$ cat src/rtl/tick_div_pkg.sv
package tick_div_pkg;

  typedef enum logic [1:0] {
    DIV_BYPASS = 2'd0,
    DIV_HALF   = 2'd1,
    DIV_EVEN   = 2'd2
  } div_kind_e;

  // Encoding: low bit set -> no division; all-zero -> divide by two.
  function automatic div_kind_e classify(input logic lsb, input logic is_zero);
    if (lsb)          return DIV_BYPASS;
    else if (is_zero) return DIV_HALF;
    else              return DIV_EVEN;
  endfunction

endpackage

$ cat src/rtl/tick_ratio_decode.sv
module tick_ratio_decode #(
  parameter int CODE_W = 6
) (
  input  logic [CODE_W-1:0] code_i,
  output logic [CODE_W-1:0] last_o
);
  import tick_div_pkg::*;

  div_kind_e kind;

  always_comb begin
    kind = classify(code_i[0], code_i == '0);
    unique case (kind)
      DIV_BYPASS: last_o = '0;
      DIV_HALF:   last_o = CODE_W'(1);
      default:    last_o = code_i - CODE_W'(1);
    endcase
  end
endmodule

$ cat src/rtl/tick_phase_counter.sv
module tick_phase_counter #(
  parameter int CODE_W = 6
) (
  input  logic              clk_i,
  input  logic              rst_ni,
  input  logic [CODE_W-1:0] next_last_i,
  output logic              term_o,
  output logic [CODE_W-1:0] cnt_o,
  output logic [CODE_W-1:0] last_o
);
  logic [CODE_W-1:0] cnt_q;
  logic [CODE_W-1:0] last_q;

  assign term_o = (cnt_q == last_q);
  assign cnt_o  = cnt_q;
  assign last_o = last_q;

  // Ratio is reloaded only at wrap, so intervals are never cut short.
  always_ff @(posedge clk_i or negedge rst_ni) begin
    if (!rst_ni) begin
      cnt_q  <= '0;
      last_q <= '0;
    end else if (term_o) begin
      cnt_q  <= '0;
      last_q <= next_last_i;
    end else begin
      cnt_q  <= cnt_q + CODE_W'(1);
    end
  end
endmodule

$ cat src/rtl/tick_gate_stage.sv
module tick_gate_stage (
  input  logic clk_i,
  input  logic rst_ni,
  input  logic term_i,
  input  logic gate_i,
  output logic tick_o
);
  always_ff @(posedge clk_i or negedge rst_ni) begin
    if (!rst_ni) tick_o <= 1'b0;
    else         tick_o <= term_i & gate_i;
  end
endmodule

$ cat src/rtl/tmr_tick_prescaler.sv
module tmr_tick_prescaler #(
  parameter int CODE_W     = 6,
  parameter int NUM_TIMERS = 2
) (
  input  logic                  clk_i,
  input  logic                  rst_ni,
  input  logic [CODE_W-1:0]     div_code_i,
  input  logic [NUM_TIMERS-1:0] gate_en_i,
  output logic [NUM_TIMERS-1:0] tick_o
);
  logic [CODE_W-1:0] next_last;
  logic [CODE_W-1:0] phase_cnt;
  logic [CODE_W-1:0] phase_last;
  logic              phase_term;

  tick_ratio_decode #(.CODE_W(CODE_W)) u_decode (
    .code_i (div_code_i),
    .last_o (next_last)
  );

  tick_phase_counter #(.CODE_W(CODE_W)) u_phase (
    .clk_i       (clk_i),
    .rst_ni      (rst_ni),
    .next_last_i (next_last),
    .term_o      (phase_term),
    .cnt_o       (phase_cnt),
    .last_o      (phase_last)
  );

  for (genvar t = 0; t < NUM_TIMERS; t++) begin : g_gate
    tick_gate_stage u_gate (
      .clk_i  (clk_i),
      .rst_ni (rst_ni),
      .term_i (phase_term),
      .gate_i (gate_en_i[t]),
      .tick_o (tick_o[t])
    );
  end
endmodule

$ cat config.mk
export PLATFORM = sky130hd
export DESIGN_NAME = tmr_tick_prescaler
export DESIGN_NICKNAME = d
export VERILOG_FILES = /design/src/rtl/tick_div_pkg.sv /design/src/rtl/tick_ratio_decode.sv /design/src/rtl/tick_phase_counter.sv /design/src/rtl/tick_gate_stage.sv /design/src/rtl/tmr_tick_prescaler.sv
export SDC_FILE = /design/constraint.sdc
export NUM_CORES = 1
export LEC_CHECK = 0
export CORE_UTILIZATION = 35
export CTS_CLUSTER_DIAMETER = 150
export DETAILED_ROUTE_END_ITERATION = 10
export HOLD_SLACK_MARGIN = 0.08
export PLACE_DENSITY = 0.54
export SYNTH_ARGS = -nofsm -noshare
export SYNTH_HDL_FRONTEND = slang
export SYNTH_SLANG_ARGS = --single-unit
$ cat constraint.sdc
create_clock -name clk_i -period 2.2 [get_ports clk_i]
set_clock_uncertainty 0.15 [all_clocks]
set_input_delay 0.33 -clock clk_i [delete_from_list [all_inputs] [get_ports clk_i]]
set_output_delay 0.33 -clock clk_i [all_outputs]
set_load 0.01 [all_outputs]
Word-level counts from Yosys, hierarchy flattened
Index checks and enable logic that the tools add are counted.
W data, S select, Z words.
{"block": "totals", "reg_bits": 14, "inputBits": 10}
{"block": "op_classes", "addsub": 2, "mux": 4, "bitwise": 2, "n_reduce_logical": 2, "n_eq_ne": 2}
{"operator": "$pmux W6 S2", "n": 1}
{"operator": "$add A6 B1 Y6 const B", "n": 1}
{"operator": "$eq A6 B6 Y1", "n": 1}
{"operator": "$logic_not A6 Y1", "n": 1}
{"operator": "$mux W6", "n": 1}
{"operator": "$sub A6 B1 Y6 const B", "n": 1}
{"operator": "$mux W2", "n": 2}
{"operator": "$and A1 B1 Y1", "n": 2}
{"operator": "$eq A2 B1 Y1 const B", "n": 1}
{"operator": "$logic_not A2 Y1", "n": 1}

Logic depth before layout (Yosys ltp)
Gate-level depths: netlist (run 1).
{"block": "depth", "word_depth": 5, "mapped_depth": 5, "ltp_nobuf": 5}

Modules after synthesis
A second synthesis (run 1) with hierarchy kept.
{"block": "hier_totals", "hier_cells": 64, "area_unflattened_um2": 753.2}
{"mod": "tick_phase_counter", "cells_per_inst": 42, "instances": 1, "area_each_um2": 558.0, "seq_area_each_um2": 300.3}
{"mod": "tick_ratio_decode", "cells_per_inst": 18, "instances": 1, "area_each_um2": 132.6, "seq_area_each_um2": 0.0}
{"mod": "tick_gate_stage", "cells_per_inst": 2, "instances": 2, "area_each_um2": 31.3, "seq_area_each_um2": 25.0}

Least setup slack after synthesis (run 1)
Ideal clock, no wire load.
{"block": "synth_path", "path_type": "register to register", "from": "reg u_phase.cnt_q[2], in the netlist u_phase.cnt_o[2]", "to": "reg u_phase.last_q[2], in the netlist u_phase.last_o[2]", "path_buffers": 1, "slack_ns": 0.618, "arrival_time_ns": 1.307, "required_ns": 1.925, "period_less_slack_ns": 1.582, "stages_incl_launch_ff": 6, "cell_sequence": "dfrtp_1 xnor2_1 nand4_2 nor2_2 buf_6 mux2_4"}
{"block": "synth_between", "elab_chain_cells": 1}
{"item": "start: declaration", "line": "tick_phase_counter.sv:11", "rtl": "logic [CODE_W-1:0] cnt_q;"}
{"item": "start signal: assignment", "line": "tick_phase_counter.sv:27", "rtl": "cnt_q <= cnt_q + CODE_W'(1);"}
{"item": "$eq A6 B6 Y1", "line": "tick_phase_counter.sv:14", "rtl": "assign term_o = (cnt_q == last_q);"}
{"item": "end signal: assignment", "line": "tick_phase_counter.sv:25", "rtl": "last_q <= next_last_i;"}
{"item": "end: declaration", "line": "tick_phase_counter.sv:12", "rtl": "logic [CODE_W-1:0] last_q;"}
Every way passes these cells.
A chain may end at the register's enable or synchronous reset.

Worst setup path after layout (run 1)
{"block": "layout_path", "from": "reg u_phase.cnt_q[2], in the netlist u_phase.cnt_o[2]", "to": "reg u_phase.last_q[1], in the netlist u_phase.last_o[1]"}
Same word-level chain as after synthesis.

==> out/metrics.yaml, run 1 <==
r2r_end: "u_phase.last_o[1]"
grt-ovfl-total: 0
core_region_area_mm2: 0.002022
grt_max_degree: 15
routedWlPerCell_um: 11.50
hold_buffers: 0
grt_antenna_before_repair: 0
root_buffer: "clkbuf_4"
yosysWarnings: 0
start_kind: "flop"
min_period_over_period_pct: 81.97
peakVddDrop_v: 0.0004130
drc_errors: 0
wl_um: 1300
synth-adder-area-share_pct: 4.886
cts.sinks: 14
seqCellArea_um2: 350.3
drt_iter0_markers: 2
grt_pass1_wl_um: 2297
nNetsFinal: 100
synthSimpleGateAreaFrac_pct: 18.08
synthXorXnorAreaFrac_pct: 14.66
synth_mux_area_share_pct: 7.980
num_vias: 518
final_cell_mix: "14 x dfrtp_1, 11 x clkdlybuf4s50_1, 9 x xnor2_1, 9 x nor2_1, 4 x nand2_1"
hold_viol: 0
synth_area_leaders: "dfrtp_1 46%, xnor2_1 10%, ha_1 4.9%, nor2_1 4.4%, mux2_4 3.9%"
htreeDepth: 1
endpoint_kind: "flop"
fillCellCount: 196
power_leakage_nw: 0.4045
cp_max_fo: 7
slew_violations: 0
synth_top_area_cell: "dfrtp_1"
power.total_uw: 494.5
period_minus_slack_ps: 1803
ys_types: 25
utilization_pct: 46.35
cts.clk_slew.worst_paths_ps: 90
clk_path_buf_depth: 2
slew_headroom_pct: 56.06
fin_area_um2: 937.1
placed_area_um2: 900.9
worst_hold_path_type: "input pin to async pin"
worstSetupPathType: "flop to flop"
viasPerCell: 4.584
dr.pass1.iters: 2
final_common_cell: "dfrtp_1"
syn_inst: 72
drv_cap: 0
ctsResizeCount: 0
timing.rr.start: "u_phase.cnt_o[2]"
rsz0062_at_grt: "no"
multi_input_area_um2: 380.4
cts-buffers-inserted: 3
ant_nets: 0
outcome: "completed"
initial_core_util_pct: 38.00
synth_nets: 85
diodes: 0
grt_pass1_vias: 530
reg2reg_depth: 4
cts_setup_buffers: 0
clock.fmax_mhz: 554.5
num_io_pins: 12
synth_top_area_share_pct: 45.60
drive_gt1_share_pct: 13.95
final-instance-count-excl-fill: 113
clock_latency_ps: 280
yosysSeqAreaShare_pct: 45.60
synth_compound_area_share_pct: 3.909
dp_hpwl_um: 1018
netlist_area_um2: 768.2
cp_data_required_time_ps: 2210
syn_to_final_growth_pct: 21.99
num_rows: 16
finalSetupTns_ps: 0
track_usage_pct: 12.74
cts_tree: "done"
setup_viol: 0
die_y_um: 48.85
placed_cells: 109
synth_top_family_by_area: "simple AND/OR/NAND/NOR gates"
chipWidth_um: 48.85
synth_seq_cells: 14
cp_data_arrival_time_ps: 1820
place_congestion: 0.7517
die_area_mm2: 0.002386
synth_area_per_cell_um2: 10.67
power_density_mw_per_mm2: 527.6
port-buffer-count: 11
r2r_slack_ps: 400
tightestPinTransition_ps: 657.0
==> power breakdown <==
part / internal (mW) / total, mW / switching [mW]
registers: 0.258 / 0.258 / 0
clock network: 0.101 / 0.184 / 0.0829
logic: 0.0305 / 0.0527 / 0.0222
==> worst max-delay path by stage <==
stage | start | endpoint
finish | u_phase.cnt_o[2] | u_phase.last_o[1]
CTS | u_phase.cnt_o[2] | u_phase.last_o[1]
global route | u_phase.cnt_o[2] | u_phase.last_o[1]
floorplan | u_phase.cnt_o[2] | u_phase.last_o[2]
global placement | div_code_i[1] | u_phase.last_o[1]
detailed placement | div_code_i[1] | u_phase.last_o[1]
==> cell usage after synthesis, drive strengths merged <==
| cell type | count |
|---|---|
| xor2 | 2 |
| buf | 3 |
| o21ai | 5 |
| or3 | 1 |
| nor2 | 10 |
| and2 | 2 |
| nor2b | 1 |
| nand3 | 2 |
| nand4 | 1 |
| xnor2 | 10 |
| inv | 3 |
| and4b | 1 |
| mux2i | 2 |
| ha | 3 |
| dfrtp | 14 |
| nand2 | 4 |
| a21oi | 1 |
| nor3 | 3 |
| nor4 | 1 |
| mux2 | 3 |
==> layout make-up <==
| class | instances | share of cell area (%) |
|---|---|---|
| well taps | 27 | 3.605 |
| clock buffers | 4 | 3.872 |
| flip-flops and latches | 14 | 37.38 |
| multi-input cells | 52 | 40.59 |
| repair buffers | 13 | 13.35 |
| inverters | 3 | 1.202 |
==> cell families after synthesis <==
kind of cell             count (synthesis)
AO/OA/AOI/OAI                            6
XOR/XNOR                                12
adder cells (fa/ha/maj)                  3
buffers and inverters                    6
flip-flops                              14
multiplexers                             5
AND/OR/NAND/NOR                         26
==> critical path, cell delays in order, from the launching register on <==
cell and delay, ps:
dfrtp_1 440, xnor2_1 210, nand4_2 190, nor2_2 340
mux2_1 360
==> metrics by stage <==
| step | worst slack, ps | hold slack [ps] |
|---|---|---|
| 2_1_floorplan | 618.3 | -115.6 |
| 3_3_place_gp | 310.8 | 349.5 |
| 3_5_place_dp | 300.6 | 349.5 |
| 4_1_cts | 380.2 | 319.2 |
| 5_1_grt | 281.9 | 335.6 |
| 6_report | 396.7 | 301.7 |
==> sequential cells by signal (all words and copies together), names as in the netlist <==
signal,cells
u_phase.last_o,6
u_phase.cnt_o,6
g_gate.u_gate.tick_o,2
==> per-layer routing <==
layer | track usage [%] | part of all wire, % | vias up
li1 | - | - | 266
met1 | 15.94 | 49 | 244
met2 | 20.14 | 47 | 8
met3 | 5.607 | 3.5 | 0
met4 | 2.941 | 0 | 0
met5 | 0 | 0 | -
Power figures use the tool's default switching activity.
==> run 2, diff against run 1 <==
--- a/config.mk
+++ b/config.mk
@@ -9,7 +9,7 @@
 export CTS_CLUSTER_DIAMETER = 150
 export DETAILED_ROUTE_END_ITERATION = 10
 export HOLD_SLACK_MARGIN = 0.08
-export PLACE_DENSITY = 0.54
+export PLACE_DENSITY = 0.56
 export SYNTH_ARGS = -nofsm -noshare
 export SYNTH_HDL_FRONTEND = slang
 export SYNTH_SLANG_ARGS = --single-unit
==> constraint.sdc (replaced) <==
create_clock -name clk_i -period 1.5 [get_ports clk_i]
set_clock_uncertainty 0.15 [all_clocks]
set_input_delay 0.225 -clock clk_i [delete_from_list [all_inputs] [get_ports clk_i]]
set_output_delay 0.225 -clock clk_i [all_outputs]
set_load 0.01 [all_outputs]
==> run 2 against run 1 <==
  * Sequential share of layout area decreased by 5.1 points
  * Critical path type unchanged
  * Die area unchanged
  * Highest routed layer unchanged
  * Wire length increased by 3.4%
  * Clock power increased by 11%
  * The run now ends with negative setup slack left
==> out/metrics.yaml, run 2 (synthesis results as in run 1) <==
preCtsSetupSlack_ps: -294.0  # was 300.6 ps
multi_input_area_um2: 414.1  # was 380.4 um^2
htreeDepth: 1  # unchanged
finalSetupTns_ps: -369.6  # was 0 ps
initial_core_util_pct: 38.00  # unchanged
start_kind: "flop"  # unchanged
crit_buf_inv: 1  # was 0
min_period_over_period_pct: 107.2  # was 81.97%
hold_buffers: 0  # unchanged
final-instance-count-excl-fill: 128  # was 113
place_congestion: 0.8056  # was 0.7517
wl_um: 1344  # was 1300 um
drc_errors: 0  # unchanged
tightestPinTransition_ps: 289.5  # was 657.0 ps
peakVddDrop_v: 0.0003286  # was 0.0004130 V
chipWidth_um: 48.85  # unchanged
clock_latency_ps: 270  # was 280 ps
power.total_uw: 678.8  # was 494.5 uW
clk_path_buf_depth: 2  # unchanged
power_leakage_nw: 0.5116  # was 0.4045 nW
port-buffer-count: 11  # unchanged
slew_headroom_pct: 80.52  # was 56.06%
num_vias: 566  # was 518
violations: "negative setup slack"
path_delay_family: "simple AND/OR/NAND/NOR gates"  # unchanged
timing.rr.start: "u_phase.last_o[2]"  # was u_phase.cnt_o[2]
drt_iter0_markers: 5  # was 2
final_cell_mix: "16 x buf_4, 14 x dfrtp_1, 9 x nor2_1, 9 x clkdlybuf4s50_1, 7 x xnor2_1"  # was 14 x dfrtp_1, 11 x clkdlybuf4s50_1, 9 x xnor2_1, 9 x nor2_1, 4 x nand2_1
cts.sinks: 14  # unchanged
power_density_mw_per_mm2: 625.0  # was 527.6 mW/mm^2
crit_slowest_cell: "dfrtp_1"  # unchanged
diodes: 0  # unchanged
viasPerCell: 4.422  # was 4.584
routedWlPerCell_um: 10.50  # was 11.50 um
drive_gt1_share_pct: 33.66  # was 13.95%
grt_pass1_vias: 559  # was 530
cts_tree: "done"  # unchanged
grt_pass1_wl_um: 2380  # was 2297 um
nNetsFinal: 116  # was 100
outcome: "finished, violations left"  # was completed
syn_to_final_growth_pct: 41.37  # was 21.99%
r2r_slack_ps: -110  # was 400 ps
grt_antenna_before_repair: 0  # unchanged
grt_max_degree: 15  # unchanged
fillCellCount: 187  # was 196
crit_path_max_incr_delay_ps: 420  # was 440 ps
hold_viol: 0  # unchanged
cts.clk_slew.worst_paths_ps: 80  # was 90 ps
core_region_area_mm2: 0.002022  # unchanged
drv_cap: 0  # unchanged
cp_data_arrival_time_ps: 1660  # was 1820 ps
fin_ws_ps: -108.1  # was 396.7 ps
die_area_mm2: 0.002386  # unchanged
num_rows: 16  # unchanged
cp_cell_sequence: "xnor2_2, nand4_2, buf_6, or3_4, o21ai_1"  # was xnor2_1, nand4_2, nor2_2, mux2_1
worstSetupPathType: "flop to flop"  # unchanged
cp_max_fo: 3  # was 7
period_minus_slack_ps: 1608  # was 1803 ps
dr.pass1.iters: 4  # was 2
seqCellArea_um2: 350.3  # unchanged
reg2reg_depth: 5  # was 4
worst_hold_path_type: "input pin to async pin"  # unchanged
placed_cells: 124  # was 109
dp_hpwl_um: 1032  # was 1018 um
cp_data_required_time_ps: 1550  # was 2210 ps
slew_violations: 0  # unchanged
root_buffer: "clkbuf_4"  # unchanged
rsz0062_at_grt: "yes"  # was no
r2r_end: "u_phase.last_o[4]"  # was u_phase.last_o[1]
clock.fmax_mhz: 621.8  # was 554.5 MHz
track_usage_pct: 13.24  # was 12.74%
ant_nets: 0  # unchanged
final_common_cell: "buf_4"  # was dfrtp_1
num_io_pins: 12  # unchanged
grt-ovfl-total: 0  # unchanged
endpoint_kind: "flop"  # unchanged
cts-buffers-inserted: 3  # unchanged
die_y_um: 48.85  # unchanged
setup_viol: 6  # was 0
-- run 2: worst reg2reg max path, stage by stage, from the launching register on --
cell and delay [ps]:
dfrtp_1 420, xnor2_2 190, nand4_2 170, buf_6 160, or3_4 330, o21ai_1 120
-- run 2: layout make-up --
cell class              count  area share, %
clock buffers               3          2.074
inverters                   3          1.037
multi-input cells          52          38.13
flip-flops and latches     14          32.26
well taps                  27          3.111
repair buffers             29          23.39
-- run 2: timing repair --
item,in CTS,in global routing
resized for setup,1,11
pin swaps,2,6
endpoints found under the setup margin,14,15
setup buffers,0,1
-- run 2: power by group --
group | leakage (nW) | internal [mW] | switching [mW]
logic | 0.330 | 0.0591 | 0.0358
registers | 0.168 | 0.379 | 0
clock network | 0.0138 | 0.0929 | 0.112
-- run 2: per-stage QoR --
stage	area (um^2)	util [%]	hold WS (ps)
CTS	1035	51.18	107.5
detailed placement	1013	50.12	360.9
finish	1086	53.71	111.1
floorplan	768.2	-	-220.6
global placement	1013	50.12	353.0
global route	1086	53.71	128.2
-- run 2: worst max path at each step --
stage                            from                end  slack, ps  cells past startpoint
finish              u_phase.last_o[2]  u_phase.last_o[4]       -110                      5
global route        u_phase.last_o[2]  u_phase.last_o[5]       -160                      5
CTS                  u_phase.cnt_o[4]  u_phase.last_o[4]        -90                      5
detailed placement      div_code_i[0]  u_phase.last_o[3]       -290                      6
global placement        div_code_i[1]  u_phase.last_o[1]       -290                      6
floorplan            u_phase.cnt_o[4]  u_phase.last_o[2]        -70                      5
-- run 2: metal layers --
| metal | vias up | share of wire [%] | track usage, % |
|---|---|---|---|
| met5 | - | 0 | 0 |
| met4 | 0 | 0 | 4.412 |
| met3 | 0 | 3.8 | 4.673 |
| met2 | 12 | 46 | 21.53 |
| met1 | 260 | 50 | 16.27 |
| li1 | 294 | - | - |
==> run 3, diff against run 2 <==
--- a/config.mk
+++ b/config.mk
@@ -5,11 +5,13 @@
 export SDC_FILE = /design/constraint.sdc
 export NUM_CORES = 1
 export LEC_CHECK = 0
+export CELL_PAD_IN_SITES_DETAIL_PLACEMENT = 0
+export CELL_PAD_IN_SITES_GLOBAL_PLACEMENT = 1
 export CORE_UTILIZATION = 35
 export CTS_CLUSTER_DIAMETER = 150
 export DETAILED_ROUTE_END_ITERATION = 10
 export HOLD_SLACK_MARGIN = 0.08
-export PLACE_DENSITY = 0.56
+export PLACE_DENSITY = 0.69
 export SYNTH_ARGS = -nofsm -noshare
 export SYNTH_HDL_FRONTEND = slang
 export SYNTH_SLANG_ARGS = --single-unit
==> run 3 against run 2 <==
  * Wire length rose by 8.5%
  * Clock power grew 28%
  * Power grew 9.2%
  * Combinational power grew 7%
  * Register-to-register slack barely moved
  * Cell area is 8.8% higher
  * Flip-flop and latch count unchanged
  * Setup slack improved by 10 ps
  * The flow still finishes with violations (negative setup slack)
  * Maximum frequency grew 0.65%
  * Global-route usage is 1.9 points higher
  * Highest routed layer is now met4
  * Critical path depth unchanged
  * Via count rose by 4.6%
==> out/metrics.yaml, run 3 (synthesis results as in run 1) <==
drc_errors: 0  # unchanged
initial_core_util_pct: 38.00  # unchanged
hold_viol: 0  # unchanged
worst_hold_path_type: "input pin to async pin"  # unchanged
final_common_cell: "buf_4"  # unchanged
diodes: 0  # unchanged
track_usage_pct: 15.15  # was 13.24%
root_buffer: "clkbuf_4"  # unchanged
outcome: "finished, violations left"  # unchanged
worstSetupPathType: "flop to flop"  # unchanged
final_cell_mix: "19 x buf_4, 14 x dfrtp_1, 9 x clkdlybuf4s50_1, 6 x xnor2_1, 6 x nor2_4"  # was 16 x buf_4, 14 x dfrtp_1, 9 x nor2_1, 9 x clkdlybuf4s50_1, 7 x xnor2_1
endpoint_kind: "flop"  # unchanged
violations: "negative setup slack"  # unchanged
clk_path_buf_depth: 2  # unchanged
place_congestion: 0.7012  # was 0.8056
cts-buffers-inserted: 3  # unchanged
crit_path_max_incr_delay_ps: 420  # about the same
period_minus_slack_ps: 1598  # was 1608 ps
path_delay_family: "simple AND/OR/NAND/NOR gates"  # unchanged
grt_antenna_before_repair: 0  # unchanged
die_y_um: 48.85  # unchanged
fin_area_mm2: 0.001181  # was 0.001086 mm^2
port-buffer-count: 11  # unchanged
power_density_mw_per_mm2: 627.8  # was 625.0 mW/mm^2
placed_cells: 126  # was 124
rsz0062_at_grt: "yes"  # unchanged
crit_buf_inv: 1  # unchanged
grt-ovfl-total: 0  # unchanged
utilization_pct: 58.42  # was 53.71%
wl_um: 1458  # was 1344 um
chipWidth_um: 48.85  # unchanged
grt_pass1_wl_um: 2615  # was 2380 um
syn_to_final_growth_pct: 53.75  # was 41.37%
clock.fmax_mhz: 625.9  # was 621.8 MHz
power.total_uw: 741.5  # was 678.8 uW
final-instance-count-excl-fill: 132  # was 128
power_leakage_nw: 0.5396  # was 0.5116 nW
fin_ws_ps: -97.68  # was -108.1 ps
viasPerCell: 4.485  # was 4.422
die_area_mm2: 0.002386  # unchanged
ant_nets: 0  # unchanged
slew_headroom_pct: 78.64  # was 80.52%
grt_max_degree: 15  # unchanged
drv_cap: 0  # unchanged
num_io_pins: 12  # unchanged
grt_pass1_vias: 634  # was 559
cts.clk_slew.worst_paths_ps: 80  # about the same
clock_latency_ps: 270  # about the same
min_period_over_period_pct: 106.5  # was 107.2%
setup_viol: 8  # was 6
cp_cell_sequence: "xnor2_2, nand4_2, buf_6, or3_4, o21ai_1"  # unchanged
htreeDepth: 1  # unchanged
cp_max_fo: 3  # unchanged
core_region_area_mm2: 0.002022  # unchanged
routedWlPerCell_um: 11.05  # was 10.50 um
start_kind: "flop"  # unchanged
placed_area_mm2: 0.001028  # was 0.001013 mm^2
cp_data_required_time_ps: 1560  # was 1550 ps
dr.pass1.iters: 2  # was 4
cp_data_arrival_time_ps: 1650  # was 1660 ps
num_vias: 592  # was 566
num_rows: 16  # unchanged
crit_slowest_cell: "dfrtp_1"  # unchanged
peakVddDrop_v: 0.0003756  # was 0.0003286 V
cts_tree: "done"  # unchanged
drive_gt1_share_pct: 43.81  # was 33.66%
dp_hpwl_um: 1138  # was 1032 um
slew_violations: 0  # unchanged
cts.sinks: 14  # unchanged
tightestPinTransition_ps: 317.4  # was 289.5 ps
hold_buffers: 0  # unchanged
drt_iter0_markers: 1  # was 5
nNetsFinal: 119  # was 116
-- run 3: path summary, 6_finish.rpt --
| kind | slack (ps) | end | start | depth (start not counted) |
|---|---|---|---|---|
| min in group clk_i | 360 | u_phase.last_o[0] | u_phase.last_o[0] | 2 |
| worst max-delay path | -100 | u_phase.last_o[5] | u_phase.last_o[4] | 5 |
| worst max register to register | -100 | u_phase.last_o[5] | u_phase.last_o[4] | 5 |
| worst min-delay path | 110 | u_phase.cnt_o[5] | rst_ni | 2 |
| max in group asynchronous | 930 | u_phase.last_o[2] | rst_ni | 2 |
| worst min register to register | 360 | u_phase.last_o[0] | u_phase.last_o[0] | 2 |
-- run 3: metal layers --
layer	wire length, um	vias to the layer above	GRT usage [%]
li1	-	304	-
met1	597	275	16.01
met2	804	11	27.08
met3	27	2	2.804
met4	27	0	10.29
met5	0	-	0
-- run 3: stage by stage --
| stage | setup TNS (ps) | setup WS (ps) | hold slack [ps] |
|---|---|---|---|
| 2_1_floorplan | -132.1 | -66.06 | -220.6 |
| 3_3_place_gp | -1116 | -258.9 | 361.1 |
| 3_5_place_dp | -1280 | -302.6 | 363.1 |
| 4_1_cts | -370.1 | -110.0 | 99.65 |
| 5_1_grt | -1206 | -163.0 | 108.2 |
| 6_report | -401.3 | -97.68 | 107.5 |
-- run 3: power by group --
group	switching (mW)	total, mW	internal [mW]	leakage [nW]
clock	0.115	0.262	0.147	0.0210
sequential	0	0.379	0.379	0.168
combinational	0.0385	0.101	0.0623	0.351
-- run 3: repair_timing --
action / 4_1_cts / 5_1_grt
gates resized for setup: 7 / 20
setup buffers: 1 / 1
pin swaps: 4 / 8
endpoints found under the setup margin: 16 / 14
-- run 3: layout make-up --
type | instances | area [um^2]
clock buffers | 4 | 36.28
multi-input cells | 52 | 473.0
fillers | 182 | 840.8
flip-flops and latches | 14 | 350.3
inverters | 3 | 11.26
repair buffers | 32 | 276.5
well taps | 27 | 33.78
